**config.mk**
```make
export PLATFORM = sky130hd
export DESIGN_NAME = can_mode_mgr
export DESIGN_NICKNAME = d
export VERILOG_FILES = /design/src/rtl/can_mode_pkg.sv /design/src/rtl/can_mode_ctrl.sv /design/src/rtl/can_mode_regs.sv /design/src/rtl/can_mode_mgr.sv
export SDC_FILE = /design/constraint.sdc
export NUM_CORES = 1
export LEC_CHECK = 0
export ABC_AREA = 1
export BUFFER_PORTS_ARGS = -buffer_cell sky130_fd_sc_hd__buf_2
export CORE_MARGIN = 4
export CORE_UTILIZATION = 51
export CTS_BUF_LIST = sky130_fd_sc_hd__clkbuf_2 sky130_fd_sc_hd__clkbuf_4 sky130_fd_sc_hd__clkbuf_8
export DETAILED_ROUTE_END_ITERATION = 7
export PLACE_DENSITY = 0.82
export SLEW_MARGIN = 20
export SYNTH_ARGS = -nofsm -noshare
export SYNTH_HDL_FRONTEND = slang
export SYNTH_SLANG_ARGS = --single-unit
```
**constraint.sdc**
```tcl
create_clock -name clk -period 1.5 [get_ports clk]
set_input_delay 0.375 -clock clk [delete_from_list [all_inputs] [get_ports clk]]
set_output_delay 0.375 -clock clk [all_outputs]
set_load 0.005 [all_outputs]
```
**src/rtl/can_mode_pkg.sv**
```systemverilog
package can_mode_pkg;

  typedef enum logic [1:0] {
    MODE_NORMAL = 2'b00,
    MODE_INIT   = 2'b01,
    MODE_SLEEP  = 2'b10
  } modeT;

  typedef struct packed {
    logic hwWake;
    logic sleepEntered;
  } strobeT;

  localparam logic [1:0] ADDR_CTRL = 2'd0;
  localparam logic [1:0] ADDR_STAT = 2'd1;
  localparam logic [1:0] ADDR_TIME = 2'd2;

  localparam int OPT_LO      = 2;
  localparam int OPT_W       = 6;
  localparam int AUTOWAKE_IX = 3;
  localparam int FREEZE_BIT  = 16;
  localparam int WAKEF_BIT   = 3;
  localparam int SLEEPF_BIT  = 4;

endpackage

```
**src/rtl/can_mode_ctrl.sv**
```systemverilog
module can_mode_ctrl
  import can_mode_pkg::*;
#(
  parameter int IDLE_BITS = 11
) (
  input  logic   clk,
  input  logic   rstN,
  input  logic   initReq,
  input  logic   sleepReq,
  input  logic   autoWake,
  input  logic   busIdle,
  input  logic   busActive,
  input  logic   bitTick,
  output modeT   curMode,
  output strobeT strobe
);
  localparam int CNT_W = $clog2(IDLE_BITS + 1);
  localparam logic [CNT_W-1:0] CNT_MAX = CNT_W'(IDLE_BITS);

  modeT targetMode;
  logic [CNT_W-1:0] idleCnt;
  logic leaveOk;
  logic moveNow;

  always_comb begin
    if (initReq)       targetMode = MODE_INIT;
    else if (sleepReq) targetMode = MODE_SLEEP;
    else               targetMode = MODE_NORMAL;
  end

  assign leaveOk = busIdle && (idleCnt >= CNT_MAX);
  assign moveNow = (curMode != targetMode) &&
                   ((curMode == MODE_NORMAL) ? busIdle : leaveOk);

  always_comb begin
    strobe.sleepEntered = moveNow && (targetMode == MODE_SLEEP);
    strobe.hwWake = (curMode == MODE_SLEEP) && autoWake && busActive && sleepReq;
  end

  always_ff @(posedge clk or negedge rstN) begin
    if (!rstN) begin
      curMode <= MODE_INIT;
      idleCnt <= '0;
    end else begin
      if (moveNow) curMode <= targetMode;
      if (curMode == targetMode || !busIdle || moveNow)
        idleCnt <= '0;
      else if (bitTick && idleCnt < CNT_MAX)
        idleCnt <= idleCnt + 1'b1;
    end
  end

endmodule

```
**src/rtl/can_mode_regs.sv**
```systemverilog
module can_mode_regs
  import can_mode_pkg::*;
#(
  parameter int          PRESC_W  = 10,
  parameter logic [31:0] TIME_RST = 32'h0123_0000
) (
  input  logic        clk,
  input  logic        rstN,
  input  logic        wrEn,
  input  logic [1:0]  addr,
  input  logic [31:0] wdata,
  input  modeT        curMode,
  input  strobeT      strobe,
  output logic [31:0] rdata,
  output logic        initReq,
  output logic        sleepReq,
  output logic        autoWake
);
  localparam logic [31:0] TIME_MASK = 32'hC37F_0000 | ((32'd1 << PRESC_W) - 32'd1);

  logic [OPT_W-1:0] opts;
  logic             freeze;
  logic             wakeFlag;
  logic             sleepFlag;
  logic [31:0]      timing;
  logic             initAck;
  logic             wrCtrl, wrStat, wrTime;

  assign initAck  = (curMode == MODE_INIT);
  assign autoWake = opts[AUTOWAKE_IX];
  assign wrCtrl   = wrEn && (addr == ADDR_CTRL);
  assign wrStat   = wrEn && (addr == ADDR_STAT);
  assign wrTime   = wrEn && (addr == ADDR_TIME);

  always_ff @(posedge clk or negedge rstN) begin
    if (!rstN) begin
      initReq   <= 1'b1;
      sleepReq  <= 1'b0;
      opts      <= '0;
      freeze    <= 1'b0;
      wakeFlag  <= 1'b0;
      sleepFlag <= 1'b0;
      timing    <= TIME_RST & TIME_MASK;
    end else begin
      if (wrCtrl) begin
        initReq  <= wdata[0];
        sleepReq <= wdata[1];
        freeze   <= wdata[FREEZE_BIT];
        if (initAck) opts <= wdata[OPT_LO +: OPT_W];
      end
      if (strobe.hwWake) sleepReq <= 1'b0;
      if (wrTime && initAck) timing <= wdata & TIME_MASK;

      if (strobe.hwWake)                wakeFlag <= 1'b1;
      else if (wrStat && wdata[WAKEF_BIT]) wakeFlag <= 1'b0;

      if (strobe.sleepEntered)            sleepFlag <= 1'b1;
      else if (wrStat && wdata[SLEEPF_BIT]) sleepFlag <= 1'b0;
    end
  end

  always_comb begin
    rdata = '0;
    case (addr)
      ADDR_CTRL: begin
        rdata[0]                 = initReq;
        rdata[1]                 = sleepReq;
        rdata[OPT_LO +: OPT_W]   = opts;
        rdata[FREEZE_BIT]        = freeze;
      end
      ADDR_STAT: begin
        rdata[1:0]               = curMode;
        rdata[WAKEF_BIT]         = wakeFlag;
        rdata[SLEEPF_BIT]        = sleepFlag;
      end
      ADDR_TIME: rdata = timing;
      default:   rdata = '0;
    endcase
  end

endmodule

```
**src/rtl/can_mode_mgr.sv**
```systemverilog
module can_mode_mgr
  import can_mode_pkg::*;
#(
  parameter int IDLE_BITS = 11,
  parameter int PRESC_W   = 10
) (
  input  logic        clk,
  input  logic        rstN,
  input  logic        wrEn,
  input  logic [1:0]  addr,
  input  logic [31:0] wdata,
  output logic [31:0] rdata,
  input  logic        busIdle,
  input  logic        busActive,
  input  logic        bitTick
);
  modeT   curMode;
  strobeT strobe;
  logic   initReq, sleepReq, autoWake;

  can_mode_ctrl #(.IDLE_BITS(IDLE_BITS)) u_ctrl (
    .clk(clk), .rstN(rstN), .initReq(initReq), .sleepReq(sleepReq),
    .autoWake(autoWake), .busIdle(busIdle), .busActive(busActive),
    .bitTick(bitTick), .curMode(curMode), .strobe(strobe)
  );

  can_mode_regs #(.PRESC_W(PRESC_W)) u_regs (
    .clk(clk), .rstN(rstN), .wrEn(wrEn), .addr(addr), .wdata(wdata),
    .curMode(curMode), .strobe(strobe), .rdata(rdata),
    .initReq(initReq), .sleepReq(sleepReq), .autoWake(autoWake)
  );

endmodule

```
==> flow_summary.ini <==
[placement]
hpwl_um = 3310
dp.cells = 348
io_buffers = 49
finalWeightedCongestion = 0.774

[critical_path]
worstRegToRegCells = 8
rrSetupSlack_ns = -0.03
setup.worst_path.end_class = output pin
r2r_start = u_ctrl.curMode[0]
worstSetupPathType = flop to output pin
critical_path_arrival_ns = 1.17
rr_endpoint = u_regs.timing[1]
required_ns = 1.12
path_max_fanout = 2
start_kind = flop

[power_and_ir_drop]
internal-power_w = 0.00269
vdd_drop_max_mv = 0.994
p_clk_share_pct = 20.3
p_leak_nw = 1.46
p_switching_w = 0.00137
seq_power_share_pct = 41.5
p_comb_share_pct = 38.2
power_density_nw_per_um2 = 1490
switching_share_pct = 33.8

[sta]
final-hold-violation-count = 1
min_period_over_period_pct = 103
grt_setup_unrepaired = true
setup_tns_ns = -0.109
whs_ns = -0.00608
finalCriticalPeriod_ns = 1.55
setup_ws_ns = -0.0496
final_max_slew_viol_count = 0
fmax_mhz = 645
setup_violations = 4
skew_ns = 0.00787

[synth]
synth_commonest_cells = nand2_1, inv_1, dfrtp_1, nor2_1, o21ai_2
ys_types = 27
synth_edf_count = 0
syn_inst = 245
syn_avg_cell_area_um2 = 8.29
synth_top_cell_area_share_pct = 39.4
ys.warnings.count = 0
ys.flop_type = dfrtp_1
ys_seq_area_share_pct = 47.2
synth-seq-cells = 38
synth_area_leader_cell = dfrtp_1
async_reset_ff_share_pct = 100
synth.area.top_cells = dfrtp_1, nand2_1, dfstp_2, inv_1, o21ai_2
syn-cell-area_um2 = 2030
yosys.cell_count.top_type = nand2_1

[routing]
drtAntennaViolNets = 0
drc = 0
routedWlPerCell_um = 13.1
wl_um = 4860
vias = 1810
vias_per_cell = 4.89
dr.pass1.iters = 4
drt_iter0_markers = 92

[floorplan]
ios = 72
die_w_um = 71.1
dieArea_um2 = 5060
die_h_um = 71.1
initial_utilization_pct = 54.2
rows = 22
coreArea_um2 = 3740

[finish]
utilization_pct = 72.9
layout.nets = 362
n_antenna_cell = 0
drive_above_1_share_pct = 42.5
area_growth_pct = 34.4
n_fill_cell = 296
instances_no_fill = 370

[global_routing]
grt_pass1_wl_um = 7580
grt_util_all_layers_pct = 18.8
antenna_found_initial = 0
grt_max_degree = 29
grt_pass1_vias = 1707
grt-ovfl-total = 0

[run_status]
violations = hold timing, setup timing
status = finished, violations left

[clock_tree]
cts_tree = yes
clockBufferDepth = 2
root_buffer = clkbuf_8
htree_levels = 2
cts_sinks = 38
cts_buffers = 5
clock_insertion_delay_worst_skew_ns = 0.30
clk_pin_slew_ns = 0.08

[hold_path]
min_path_type = input port to async pin

[job]
maxCapViolCount = 0
-- per-stage QoR --
stage | hold slack [ns] | total power (W) | setup WS (ns) | area [um2]
4_1_cts | 0.00618 | 0.00385 | -0.0553 | 2530
2_1_floorplan | 0.0794 | 0.00256 | 0.166 | 2070
3_5_place_dp | 0.324 | 0.00295 | -0.0384 | 2380
3_3_place_gp | 0.319 | 0.00287 | -0.00627 | 2380
5_1_grt | 0.0185 | 0.00436 | -0.0918 | 2730
6_report | -0.00608 | 0.00406 | -0.0496 | 2730
-- power groups by stage --
stage / combinational, W / sequential (W) / clock [W]
after CTS: 0.00134 / 0.00168 / 0.000832
final: 0.00155 / 0.00169 / 0.000824
after global routing: 0.00173 / 0.00174 / 0.000882
after global placement: 0.00118 / 0.00169 / 0
after floorplan: 0.000900 / 0.00166 / 0
after detailed placement: 0.00124 / 0.00171 / 0
-- per-layer routing --
metal	vias up	global-route usage, %	share of wire (%)	wire length, um
met5	-	0	0	0
met4	0	7.52	1.3	61
met3	9	5.11	7.2	350
met2	68	30.8	51	2480
met1	837	23.6	41	1970
li1	896	-	-	-
-- repair_timing --
action	4_1_cts	5_1_grt
hold buffers	0	0
buffers inserted	3	9
pin swaps	2	4
gates resized for setup	9	29
setup endpoints to repair	19	42
gates cloned	0	2
endpoints found under the hold margin	0	0
-- worst max path at each step --
stage,start,endpoint,slack [ns],depth (start not counted)
after floorplan,u_ctrl.idleCnt[0],u_ctrl.idleCnt[3],0.17,5
after global placement,addr[0],rdata[2],-0.006,6
after detailed placement,addr[0],rdata[18],-0.04,7
after CTS,u_ctrl.curMode[0],rdata[0],-0.06,3
after global routing,u_ctrl.curMode[0],rdata[0],-0.09,3
final,u_ctrl.curMode[0],rdata[0],-0.05,3
-- state kept, by name, indices dropped and copies added (netlist names) --
register	count
u_regs.timing	21
u_ctrl.curMode	2
u_regs.sleepFlag	1
u_ctrl.idleCnt	4
u_regs.freeze	1
u_regs.initReq	1
u_regs.sleepReq	1
u_regs.wakeFlag	1
u_regs.opts	6
-- kinds of logic (layout without fill, tap and decap cells) --
family	Yosys count	count (layout)	share of synthesized area [%]
fa+ha+maj	1	1	0.616
compound gates	38	38	13.1
other cells	1	11	0.185
simple gates	108	108	23.8
buf+inv	58	125	14.7
flops	38	38	47.2
xor+xnor	1	1	0.431
-- critical path, stage by stage, from the launching register on --
cell      delay (ns)
dfstp_2         0.56
inv_4           0.04
o221ai_2        0.15
buf_2           0.14
-- area by class of cell --
type                       instances  area (um2)  share of cell area, %
clock buffer                       8         110                   4.03
inverter                          40         153                   5.59
multi-input combinational        159         880                   32.2
sequential                        38         960                   35.2
tap                               48        60.1                   2.20
timing repair buffer              77         567                   20.8
-- cell usage in the layout, fill, tap and decap left out --
cell and n:
and2_1 1, o21ai_1 3, nand2_1 55, o21ai_2 17
nor3_1 1, buf_4 18, a21oi_1 3, nand4_1 3
clkbuf_8 8, inv_2 4, o21ai_4 1, nor2_8 2
inv_4 1, buf_8 1, nand2_4 1, xnor2_1 1
nand2_2 10, buf_2 47, o211ai_1 1, nor2_4 1
nor2_2 4, buf_12 5, o221ai_2 3, buf_6 5
ha_2 1, o21ai_0 9, inv_1 35, clkbuf_16 1
nand3_1 13, conb_1 11, a31oi_1 1, dfrtp_1 31
nor2_1 17, dfstp_2 6, dfrtp_2 1
Power figures use the tool's default switching activity.
